## src/rtl/gpio_regbank_pkg.sv

```systemverilog
package gpio_regbank_pkg;
  parameter int unsigned GPIO_AW = 8;

  localparam logic [GPIO_AW-1:0] OFS_DIR  = 8'h10;
  localparam logic [GPIO_AW-1:0] OFS_DOUT = 8'h14;
  localparam logic [GPIO_AW-1:0] OFS_SET  = 8'h18;
  localparam logic [GPIO_AW-1:0] OFS_CLR  = 8'h1C;
  localparam logic [GPIO_AW-1:0] OFS_DIN  = 8'h20;

  typedef struct packed {
    logic dir;
    logic dout;
    logic set;
    logic clr;
    logic din;
  } gpio_sel_t;
endpackage

```

## src/rtl/gpio_pin_sync.sv

```systemverilog
module gpio_pin_sync #(
  parameter int unsigned NPINS  = 16,
  parameter int unsigned STAGES = 2
) (
  input  logic             clk_i,
  input  logic             rst_ni,
  input  logic [NPINS-1:0] pin_i,
  output logic [NPINS-1:0] sync_o
);
  logic [STAGES-1:0][NPINS-1:0] stage_q;

  always_ff @(posedge clk_i or negedge rst_ni) begin
    if (!rst_ni) stage_q <= '0;
    else         stage_q <= {stage_q[STAGES-2:0], pin_i};
  end

  assign sync_o = stage_q[STAGES-1];

  generate
    if (STAGES == 2) begin : g_chk2
      logic [1:0] settle_q;
      always_ff @(posedge clk_i or negedge rst_ni) begin
        if (!rst_ni)               settle_q <= '0;
        else if (settle_q != 2'd2) settle_q <= settle_q + 2'd1;
      end

      sync_lat_chk: assert property (@(posedge clk_i) disable iff (!rst_ni)
        (settle_q == 2'd2) |-> (sync_o == $past(pin_i, 2)));
    end
  endgenerate
endmodule

```

## src/rtl/gpio_addr_dec.sv

```systemverilog
module gpio_addr_dec
  import gpio_regbank_pkg::*;
#(
  parameter int unsigned AW = GPIO_AW
) (
  input  logic [AW-1:0] addr_i,
  output gpio_sel_t     sel_o,
  output logic          hit_o
);
  always_comb begin
    sel_o      = '0;
    sel_o.dir  = (addr_i == OFS_DIR);
    sel_o.dout = (addr_i == OFS_DOUT);
    sel_o.set  = (addr_i == OFS_SET);
    sel_o.clr  = (addr_i == OFS_CLR);
    sel_o.din  = (addr_i == OFS_DIN);
  end

  assign hit_o = |sel_o;
endmodule

```

## src/rtl/gpio_out_regs.sv

```systemverilog
module gpio_out_regs
  import gpio_regbank_pkg::*;
#(
  parameter int unsigned NPINS = 16
) (
  input  logic             clk_i,
  input  logic             rst_ni,
  input  logic             we_i,
  input  gpio_sel_t        sel_i,
  input  logic [NPINS-1:0] wdata_i,
  output logic [NPINS-1:0] dir_o,
  output logic [NPINS-1:0] dout_o
);
  logic [NPINS-1:0] dir_q, dout_q;

  always_ff @(posedge clk_i or negedge rst_ni) begin
    if (!rst_ni) begin
      dir_q  <= '1;
      dout_q <= '0;
    end else if (we_i) begin
      if (sel_i.dir)  dir_q  <= wdata_i;
      if (sel_i.dout) dout_q <= wdata_i;
      if (sel_i.set)  dout_q <= dout_q | wdata_i;
      if (sel_i.clr)  dout_q <= dout_q & ~wdata_i;
    end
  end

  assign dir_o  = dir_q;
  assign dout_o = dout_q;


  set_only_ones_chk: assert property (@(posedge clk_i) disable iff (!rst_ni)
    (we_i && sel_i.set) |=>
      (((dout_q & $past(wdata_i)) == $past(wdata_i)) &&
       ((dout_q & ~$past(wdata_i)) == ($past(dout_q) & ~$past(wdata_i)))));


  clr_only_ones_chk: assert property (@(posedge clk_i) disable iff (!rst_ni)
    (we_i && sel_i.clr) |=>
      (((dout_q & $past(wdata_i)) == '0) &&
       ((dout_q & ~$past(wdata_i)) == ($past(dout_q) & ~$past(wdata_i)))));
endmodule

```

## src/rtl/gpio_regbank.sv

```systemverilog
module gpio_regbank
  import gpio_regbank_pkg::*;
#(
  parameter int unsigned NPINS       = 16,
  parameter int unsigned DW          = 32,
  parameter int unsigned AW          = GPIO_AW,
  parameter int unsigned SYNC_STAGES = 2
) (
  input  logic             clk_i,
  input  logic             rst_ni,
  input  logic [AW-1:0]    addr_i,
  input  logic             wr_en_i,
  input  logic [DW-1:0]    wdata_i,
  output logic [DW-1:0]    rdata_o,
  output logic [NPINS-1:0] pad_out_o,
  output logic [NPINS-1:0] pad_oe_o,
  input  logic [NPINS-1:0] pad_in_i
);
  localparam int unsigned RSVD_W = DW - NPINS;

  gpio_sel_t        sel;
  logic             hit;
  logic [NPINS-1:0] dir_q, dout_q, din_sync;
  logic [NPINS-1:0] wdata_lo;
  logic [NPINS-1:0] rd_lo;
  logic             unused_wdata_hi;

  assign wdata_lo        = wdata_i[NPINS-1:0];
  assign unused_wdata_hi = ^wdata_i[DW-1:NPINS];

  gpio_addr_dec #(.AW(AW)) u_dec (
    .addr_i (addr_i),
    .sel_o  (sel),
    .hit_o  (hit)
  );

  gpio_out_regs #(.NPINS(NPINS)) u_regs (
    .clk_i   (clk_i),
    .rst_ni  (rst_ni),
    .we_i    (wr_en_i),
    .sel_i   (sel),
    .wdata_i (wdata_lo),
    .dir_o   (dir_q),
    .dout_o  (dout_q)
  );

  gpio_pin_sync #(.NPINS(NPINS), .STAGES(SYNC_STAGES)) u_sync (
    .clk_i  (clk_i),
    .rst_ni (rst_ni),
    .pin_i  (pad_in_i),
    .sync_o (din_sync)
  );

  always_comb begin
    rd_lo = '0;
    if (sel.dir)                rd_lo = dir_q;
    if (sel.dout || sel.set || sel.clr) rd_lo = dout_q;
    if (sel.din)                rd_lo = din_sync;
  end

  assign rdata_o   = {{RSVD_W{1'b0}}, rd_lo};
  assign pad_out_o = dout_q;
  assign pad_oe_o  = ~dir_q;


  alias_readback_chk: assert property (@(posedge clk_i) disable iff (!rst_ni)
    (sel.set || sel.clr) |-> (rdata_o[NPINS-1:0] == pad_out_o));


  oe_hold_chk: assert property (@(posedge clk_i) disable iff (!rst_ni)
    !(wr_en_i && sel.dir) |=> $stable(pad_oe_o));


  stray_write_chk: assert property (@(posedge clk_i) disable iff (!rst_ni)
    (wr_en_i && (!hit || sel.din)) |=> ($stable(pad_out_o) && $stable(pad_oe_o)));
endmodule

```

## config.mk

```make
export PLATFORM = sky130hd
export DESIGN_NAME = gpio_regbank
export DESIGN_NICKNAME = d
export VERILOG_FILES = /design/src/rtl/gpio_regbank_pkg.sv /design/src/rtl/gpio_pin_sync.sv /design/src/rtl/gpio_addr_dec.sv /design/src/rtl/gpio_out_regs.sv /design/src/rtl/gpio_regbank.sv
export SDC_FILE = /design/constraint.sdc
export NUM_CORES = 1
export LEC_CHECK = 0
export BUFFER_PORTS_ARGS = -buffer_cell sky130_fd_sc_hd__buf_2
export CORE_ASPECT_RATIO = 1.2
export CORE_MARGIN = 2
export CORE_UTILIZATION = 40
export CTS_BUF_LIST = sky130_fd_sc_hd__clkbuf_4
export CTS_CLUSTER_SIZE = 16
export DETAILED_ROUTE_END_ITERATION = 10
export GPL_ROUTABILITY_DRIVEN = 0
export HOLD_SLACK_MARGIN = 0.15
export PLACE_DENSITY_LB_ADDON = 0.05
export SLEW_MARGIN = 5
export SYNTH_ARGS = -nofsm -noshare
export SYNTH_HDL_FRONTEND = slang
export SYNTH_HIERARCHICAL = 1
export SYNTH_SLANG_ARGS = --single-unit
```

## constraint.sdc

```tcl
create_clock -name clk_i -period 2.7 [get_ports clk_i]
set_input_delay 0.54 -clock clk_i [delete_from_list [all_inputs] [get_ports clk_i]]
set_output_delay 0.54 -clock clk_i [all_outputs]
set_load 0.03 [all_outputs]
```

==> results by group, run 1 <==
Place
  • Final HPWL DP: 5390 um
  • I/O Buffers: 90
  • Dpl ws: -0.324 ns

Cells and area
  • Layout cell share with drive strength beyond 1: 56.0%
  • # diodes: 0
  • Fillers: 703
  • Area delta synth->final: 38.0%
  • Post-layout nets: 447

Timing
  • Unrepaired setup endpoints after global routing: yes
  • Worst-margin pin slew: 0.819 ns
  • Final WS setup: -0.247 ns
  • Clock period minus worst slack: 2.95 ns
  • Rel. slew slack: 45.4%
  • Final clock skew: 0.00938 ns
  • Max Freq: 0.339 GHz
  • Fin. max-slew vios: 0
  • Period utilisation layout: 109%
  • Fin Setup TNS: -3.58 ns
  • Setup-failing EPs final: 16
  • Hold Vio Cnt, Final: 0

Floorplan
  • Die ar.: 8860 um2
  • Die H: 103 um
  • Row cnt: 36
  • Core box area: 8020 um2
  • Chip Width: 86.2 um
  • Initial Util: 40.5%
  • # IOs: 123

Drt
  • First-pass detailed-route iteration total: 6
  • Routed Wire Length: 8300 um
  • Vias: 2,550
  • Per-cell routed wire length: 17.0 um
  • Initial DRC Count: 201
  • ANT nets after route: 0
  • Avg Vias per Cell: 5.23
  • Post-route DRC: 0

GRT
  • First-pass GRT wire length: 12,900 um
  • Total GRT Usage: 19.1%
  • Vias in the first global route: 2,495
  • Pin count of the biggest net entering global routing: 65
  • Antenna violations before repair: 0
  • Congestion Overflow GR: 0

CTS
  • Clock Pin Slew Worst Setup and Hold Paths: 0.12 ns
  • CTS Root Cell: clkbuf_4
  • Max clock buf depth: 2
  • Clock Latency Late Sink: 0.40 ns
  • Clock sinks: 64
  • Clock buffer count from CTS: 9
  • CTS tree: yes
  • Post-CTS Hold Fix Bufs: 0
  • Htree depth: 3

Synthesis
  • Synth warnings: 6
  • Syn_area_per_cell: 10.9 um2
  • Post-Synthesis Cells: 297
  • Mapped Area: 3250 um2

Min path
  • Worst hold path type: in -> reg
  • Hold_sp: pad_in_i[8]

Power
  • Static Leak: 1.88 nW
  • PwrDens: 421 nW/um2
  • Final Total Pwr: 1.89 mW
  • Peak VDD IR: 0.352 mV

Worst setup path
  • Critical path data required time: 2.16 ns
  • Worst r2r src: u_regs/dout_o[8]$_DFFE_PN0P_
  • CP endpoint kind: output pin
  • Crit Path Class: in -> out
  • Worst Path Arrival: 2.41 ns
  • Crit-path max FO: 7
  • Startpoint class of the critical path: primary input
  • Crit path from: addr_i[6]

Run
  • Max_cap viols: 0

Run status
  • Status: finished, violations left
  • Failing checks: negative setup slack
[routing by layer]
| layer | wire length, um | vias up | GRT usage, % |
|---|---|---|---|
| met3 | 452 | 13 | 3.76 |
| met2 | 4030 | 103 | 29.3 |
| met4 | 147 | 0 | 8.53 |
| li1 | - | 1220 | - |
| met1 | 3670 | 1214 | 26.4 |
| met5 | 0 | - | 0 |
[what timing repair did]
action | 4_1_cts | 5_1_grt
gates cloned | 0 | 2
hold endpoints to repair | 0 | 0
gates resized for setup | 69 | 7
setup buffers | 3 | 0
endpoints found under the setup margin | 16 | 16
pin swaps | 13 | 18
[final cells by class]
cell class	instances	area (um2)	area share, %
Sequential cell	64	1620	36.2
Clock buffer	10	75.1	1.68
Inverter	17	63.8	1.42
Tap cell	95	119	2.65
Clock inverter	6	70.1	1.56
Timing Repair Buffer	123	997	22.3
Multi-Input combinational cell	173	1530	34.2
[worst max-delay path, stage by stage]
cell,delay (ns)
buf_6,0.09
or4_4,0.60
nor4b_4,0.33
buf_12,0.18
buf_12,0.12
o31a_1,0.17
a31oi_4,0.06
o21ai_2,0.17
buf_6,0.15
[through the flow]
| stage | cell area (um2) | instances | hold slack [ns] | utilization [%] |
|---|---|---|---|---|
| floorplan | 3410 | 312 | 0.244 | - |
| global placement | 3850 | 467 | 0.333 | 48.0 |
| detailed placement | 3850 | 467 | 0.335 | 48.0 |
| CTS | 4380 | 486 | 0.196 | 54.6 |
| global route | 4480 | 488 | 0.189 | 55.9 |
| finish | 4480 | 488 | 0.221 | 55.9 |
[placed cells by master, fill, tap and decap left out, types with 2 or more instances in the layout]
cell	count
buf_4	18
buf_12	10
nand2_1	17
o31a_2	3
nor3_1	13
mux2_2	16
clkinvlp_4	3
clkbuf_16	2
dfrtp_1	48
o31a_1	23
a31oi_4	16
a311oi_1	15
conb_1	16
o31a_4	3
nor2_1	2
o21a_1	2
inv_1	17
buf_6	19
nand2_2	2
buf_2	73
clkbuf_4	10
o21ai_2	16
a21oi_1	16
dfstp_2	16
[final timing paths]
path	end	slack, ns	cells after the start
max in group asynchronous	u_sync/stage_q[13]$_DFF_PN0_	1.86	2
setup / recovery	rdata_o[5]	-0.25	9
hold reg to reg	u_sync/sync_o[13]$_DFF_PN0_	0.36	0
hold / removal	u_sync/stage_q[8]$_DFF_PN0_	0.22	1
min in group asynchronous	u_regs/dout_o[15]$_DFFE_PN0P_	0.29	2
setup reg to reg	u_regs/dout_o[8]$_DFFE_PN0P_	1.68	3
[registers in the layout, summed over array words and instances, names as in the netlist]
signal	cells
u_regs/dir_o	16
u_regs/dout_o	16
u_sync/stage_q	16
u_sync/sync_o	16
[report_power, final]
part | internal, mW | leakage, nW | switching [mW]
logic | 0.0576 | 1.05 | 0.130
clock network | 0.297 | 0.0692 | 0.377
registers | 1.00 | 0.762 | 0.0210
(Power assumes the default switching activity.)
==> inputs of run 2 (changes only) <==
--- a/config.mk
+++ b/config.mk
@@ -6,9 +6,11 @@
 export NUM_CORES = 1
 export LEC_CHECK = 0
 export BUFFER_PORTS_ARGS = -buffer_cell sky130_fd_sc_hd__buf_2
+export CELL_PAD_IN_SITES_DETAIL_PLACEMENT = 0
+export CELL_PAD_IN_SITES_GLOBAL_PLACEMENT = 1
 export CORE_ASPECT_RATIO = 1.2
 export CORE_MARGIN = 2
-export CORE_UTILIZATION = 40
+export CORE_UTILIZATION = 35
 export CTS_BUF_LIST = sky130_fd_sc_hd__clkbuf_4
 export CTS_CLUSTER_SIZE = 16
 export DETAILED_ROUTE_END_ITERATION = 10
==> run 2 against run 1 <==
Net effect: the flow still finishes with violations (negative setup slack); utilization shrank 5.8 points; die area grew 14%; combinational power grew 4%; total power shrank 5.8%; clock skew shrank 0.0061 ns; critical endpoint is now rdata_o[4]; largest cell class unchanged; largest power group unchanged.
==> results by group, run 2 (synthesized netlist as in run 1, its figures left out) <==
Timing
  • Worst-margin pin slew: 0.839 ns
  • Setup-failing EPs final: 16
  • Max Freq: 0.342 GHz
  • Rel. slew slack: 44.1%
  • Fin Setup TNS: -3.27 ns
  • Worst hold slack: 0.227 ns
  • Period utilisation layout: 108%
  • Fin. max-slew vios: 0
  • Final WS setup: -0.228 ns
  • Unrepaired setup endpoints after global routing: yes
  • Clock period minus worst slack: 2.93 ns
  • Hold Vio Cnt, Final: 0
  • Final clock skew: 0.00324 ns

Drt
  • ANT nets after route: 0
  • Initial DRC Count: 101
  • Post-route DRC: 0
  • Vias: 2,559
  • Per-cell routed wire length: 15.8 um
  • Routed Wire Length: 8360 um
  • Avg Vias per Cell: 4.85
  • First-pass detailed-route iteration total: 4

Worst setup path
  • Startpoint class of the critical path: primary input
  • Crit Path Class: in -> out
  • Crit-path max FO: 9
  • Critical path data required time: 2.16 ns
  • CP endpoint kind: output pin
  • Worst Path Arrival: 2.39 ns

GRT
  • Grt met2 use: 26.3%
  • Vias in the first global route: 2,451
  • First-pass GRT wire length: 13,000 um
  • Total GRT Usage: 17.1%
  • Congestion Overflow GR: 0
  • Met3 GRT Util: 4.11%
  • Pin count of the biggest net entering global routing: 65
  • Antenna violations before repair: 0
  • GR Util met1: 23.5%
  • Gr busiest metal: met2

Floorplan
  • Die H: 110 um
  • Core box area: 9030 um2
  • # IOs: 123
  • Die ar.: 10,100 um2
  • Chip Width: 91.9 um
  • Initial Util: 35.9%
  • Row cnt: 38

CTS
  • Max clock buf depth: 2
  • Clock Latency Late Sink: 0.40 ns
  • Htree depth: 3
  • CTS tree: yes
  • CTS Root Cell: clkbuf_4
  • Clock Pin Slew Worst Setup and Hold Paths: 0.11 ns
  • Clock sinks: 64
  • Clock buffer count from CTS: 9
  • Post-CTS Hold Fix Bufs: 0

Place
  • Post-DP Area: 3920 um2
  • Final HPWL DP: 5770 um
  • I/O Buffers: 90

Cells and area
  • Finished Core Util: 50.1%
  • Most frequent cells in the layout: 73 x buf_2, 48 x dfrtp_1, 36 x buf_4
  • Area delta synth->final: 39.3%
  • Area occupied by multi-input gates: 1540 um2
  • # diodes: 0
  • Post-layout nets: 462
  • Register area: 1620 um2
  • Fillers: 874
  • Final Cell Area: 4520 um2
  • Layout cell share with drive strength beyond 1: 57.4%
  • Most common cell after layout, fill and taps aside: buf_2

Run
  • Max_cap viols: 0

Min path
  • Worst hold path type: in -> reg

Power
  • Static Leak: 1.92 nW
  • PwrDens: 393 nW/um2
  • Peak VDD IR: 0.260 mV

Run status
  • Failing checks: negative setup slack
  • Status: finished, violations left
## run 2: through the flow
step,setup slack [ns],total power [mW],cells
floorplan,-0.120,1.17,312
global route,-0.297,1.87,528
detailed placement,-0.322,1.23,502
CTS,-0.223,1.80,527
finish,-0.228,1.78,528
global placement,-0.324,1.22,502
## run 2: area by class of cell
cell class	count	area share, %
Inverter	17	1.41
Timing Repair Buffer	138	22.9
Sequential cell	64	35.9
Tap cell	120	3.32
Clock buffer	9	1.49
Multi-Input combinational cell	173	34.0
Clock inverter	7	1.02
## run 2: repair_timing
| action | CTS | global route |
|---|---|---|
| gates resized for setup | 78 | 0 |
| setup endpoints to repair | 16 | 16 |
| hold endpoints to repair | 0 | 0 |
| pin swaps | 29 | 0 |
| gates cloned | 1 | 1 |
| buffers inserted | 8 | 0 |
## run 2: layer usage
layer	up-vias	share of wire [%]
li1	1248	-
met1	1238	46
met2	66	48
met3	7	5.3
met4	0	1.0
met5	-	0
## run 2: power breakdown
group          total, mW  internal [mW]  switching [mW]  leakage, nW
Clock              0.556          0.187           0.369       0.0597
Sequential          1.02           1.00          0.0206        0.762
Combinational      0.196         0.0620           0.134         1.10
Total               1.78           1.25           0.523         1.92
## run 2: worst max-delay path, cell delays in order
cell and delay (ns):
buf_6 0.09, or4_4 0.59, nor4b_4 0.33, buf_12 0.18, nor3_4 0.06, buf_6 0.16
a31oi_4 0.21, o21ai_2 0.08, buf_6 0.14
## run 2: final timing paths
path / start / end / slack (ns) / depth (start not counted)
max: addr_i[6] / rdata_o[4] / -0.23 / 9
min: pad_in_i[7] / u_sync/stage_q[7]$_DFF_PN0_ / 0.23 / 1
max reg2reg: u_regs/dout_o[1]$_DFFE_PN0P_ / u_regs/dout_o[1]$_DFFE_PN0P_ / 1.69 / 3
min reg2reg: u_sync/stage_q[4]$_DFF_PN0_ / u_sync/sync_o[4]$_DFF_PN0_ / 0.36 / 0
max in group asynchronous: rst_ni / u_sync/sync_o[4]$_DFF_PN0_ / 1.84 / 2
min in group asynchronous: rst_ni / u_sync/stage_q[9]$_DFF_PN0_ / 0.29 / 2
==> inputs of run 3 (changes only) <==
--- a/config.mk
+++ b/config.mk
@@ -9,7 +9,6 @@
 export CELL_PAD_IN_SITES_DETAIL_PLACEMENT = 0
 export CELL_PAD_IN_SITES_GLOBAL_PLACEMENT = 1
 export CORE_ASPECT_RATIO = 1.2
-export CORE_MARGIN = 2
 export CORE_UTILIZATION = 35
 export CTS_BUF_LIST = sky130_fd_sc_hd__clkbuf_4
 export CTS_CLUSTER_SIZE = 16
==> run 3 against run 2 <==
Net effect: the flow still finishes with violations (negative setup slack); setup slack worse by 0.028 ns; combinational power about the same; first-iteration DRC count up 5.0%; clock-buffer cell count unchanged; sequential cell count unchanged; maximum frequency down 0.94%; critical endpoint is now rdata_o[6]; largest power group unchanged.
==> results by group, run 3 (synthesized netlist as in run 1, its figures left out) <==
Timing
  • Setup-failing EPs final: 16
  • Final clock skew: 0.00778 ns
  • Clock period minus worst slack: 2.96 ns
  • Hold Vio Cnt, Final: 0
  • Worst hold slack: 0.226 ns
  • Fin Setup TNS: -3.50 ns
  • Unrepaired setup endpoints after global routing: yes
  • Period utilisation layout: 109%
  • Final WS setup: -0.256 ns
  • Max Freq: 0.338 GHz
  • Worst-margin pin slew: 0.820 ns
  • Fin. max-slew vios: 0
  • Rel. slew slack: 45.3%

Power
  • PwrDens: 433 nW/um2
  • Static Leak: 1.97 nW
  • Final Total Pwr: 2.00 mW
  • Peak VDD IR: 0.339 mV

Drt
  • Per-cell routed wire length: 16.0 um
  • Avg Vias per Cell: 4.97
  • Vias: 2,603
  • First-pass detailed-route iteration total: 4
  • Post-route DRC: 0
  • Initial DRC Count: 106
  • ANT nets after route: 0
  • Routed Wire Length: 8390 um

Worst setup path
  • Critical path data required time: 2.16 ns
  • Startpoint class of the critical path: primary input
  • R2R depth: 3
  • Worst r2r src: u_regs/dout_o[1]$_DFFE_PN0P_
  • Cell Chain, Critical Path: buf_6, or4_4, nor4b_4, buf_12, buf_4, o31a_1, a31oi_4, o21ai_2, buf_6
  • Worst Path Arrival: 2.42 ns
  • Crit Path Class: in -> out
  • Critical-path top delay cell: or4_4
  • CP max stage delay: 0.61 ns
  • Worst r2r dst: u_regs/dout_o[1]$_DFFE_PN0P_
  • Worst R2R Setup Slack: 1.60 ns
  • Most Frequent Cell on Critical Path: buf_6
  • CP endpoint kind: output pin
  • Crit-path max FO: 7

GRT
  • Antenna violations before repair: 0
  • Congestion Overflow GR: 0
  • Vias in the first global route: 2,507
  • Pin count of the biggest net entering global routing: 65
  • Total GRT Usage: 18.0%
  • First-pass GRT wire length: 13,200 um

CTS
  • CTS Root Cell: clkbuf_4
  • Clock Pin Slew Worst Setup and Hold Paths: 0.12 ns
  • Clock Latency Late Sink: 0.41 ns
  • Clock buffer count from CTS: 9
  • Max clock buf depth: 2
  • Clock sinks: 64
  • CTS tree: yes
  • Htree depth: 3
  • Post-CTS Hold Fix Bufs: 0

Cells and area
  • # diodes: 0
  • Most frequent cells in the layout: 73 x buf_2, 48 x dfrtp_1, 32 x buf_4
  • Most common cell after layout, fill and taps aside: buf_2
  • Post-layout nets: 458
  • Finished Core Util: 51.1%
  • Area delta synth->final: 42.2%
  • Layout cell share with drive strength beyond 1: 57.2%

Run
  • Max_cap viols: 0

Floorplan
  • Chip Width: 89.9 um
  • Die H: 108 um
  • # IOs: 123
  • Core box area: 9030 um2
  • Initial Util: 35.9%
  • Die ar.: 9670 um2
  • Row cnt: 38

Place
  • I/O Buffers: 90
  • Final HPWL DP: 5580 um

Run status
  • Failing checks: negative setup slack
  • Status: finished, violations left

Min path
  • Hold Path Stages: 1
  • Worst hold path type: in -> reg
  • Hold_sp: pad_in_i[6]
  • Hold Path Sink: u_sync/stage_q[6]$_DFF_PN0_
[run 3: changes by cell type in the layout (fill, tap and decap cells not counted), sizes merged]
| cell | delta |
|---|---|
| bufinv | +2 |
| buf | -6 |
| clkbuf | +1 |
| clkinv | -1 |
| bufbuf | +1 |
| clkinvlp | -2 |
| inv | +1 |
[run 3: routing by layer]
metal | part of all wire, % | routed length, um | vias up | track usage [%]
li1 | - | - | 1246 | -
met1 | 45 | 3790 | 1261 | 24.7
met2 | 48 | 4020 | 85 | 28.1
met3 | 5.3 | 445 | 11 | 3.39
met4 | 1.7 | 142 | 0 | 7.37
met5 | 0 | 0 | - | 0
[run 3: timing repair]
item,CTS,global route
setup endpoints to repair,16,16
setup buffers,8,4
resized for setup,75,7
pin swaps,25,6
gates cloned,1,1
[run 3: layout make-up]
| class | instances | area, um2 |
|---|---|---|
| clock buffer | 9 | 67.6 |
| clock inverter | 7 | 104 |
| fill | 847 | 4420 |
| inverter | 17 | 63.8 |
| multi-input combinational | 173 | 1560 |
| sequential | 64 | 1620 |
| tap | 120 | 150 |
| timing repair buffer | 134 | 1050 |
[run 3: worst max path at each step]
stage	from	to
floorplan	addr_i[1]	rdata_o[10]
global placement	addr_i[1]	rdata_o[12]
detailed placement	addr_i[1]	rdata_o[12]
finish	addr_i[6]	rdata_o[6]
global route	addr_i[6]	rdata_o[12]
CTS	addr_i[6]	rdata_o[12]
[run 3: metrics by stage]
stage / instances / worst slack, ns / area [um2]
CTS: 519 / -0.251 / 4520
floorplan: 312 / -0.120 / 3410
global route: 524 / -0.301 / 4620
global placement: 494 / -0.310 / 3860
finish: 524 / -0.256 / 4620
detailed placement: 494 / -0.316 / 3860
[run 3: critical path: cells and delay by family]
kind            cells  cell delay (ns)
compound gates      3             0.38
buf+inv             4             0.55
simple gates        2             0.94
[run 3: report_power, final]
group / total (mW) / leakage (nW) / switching [mW] / internal, mW
logic: 0.194 / 1.11 / 0.134 / 0.0602
registers: 1.02 / 0.762 / 0.0204 / 1.00
clock network: 0.780 / 0.0911 / 0.394 / 0.386
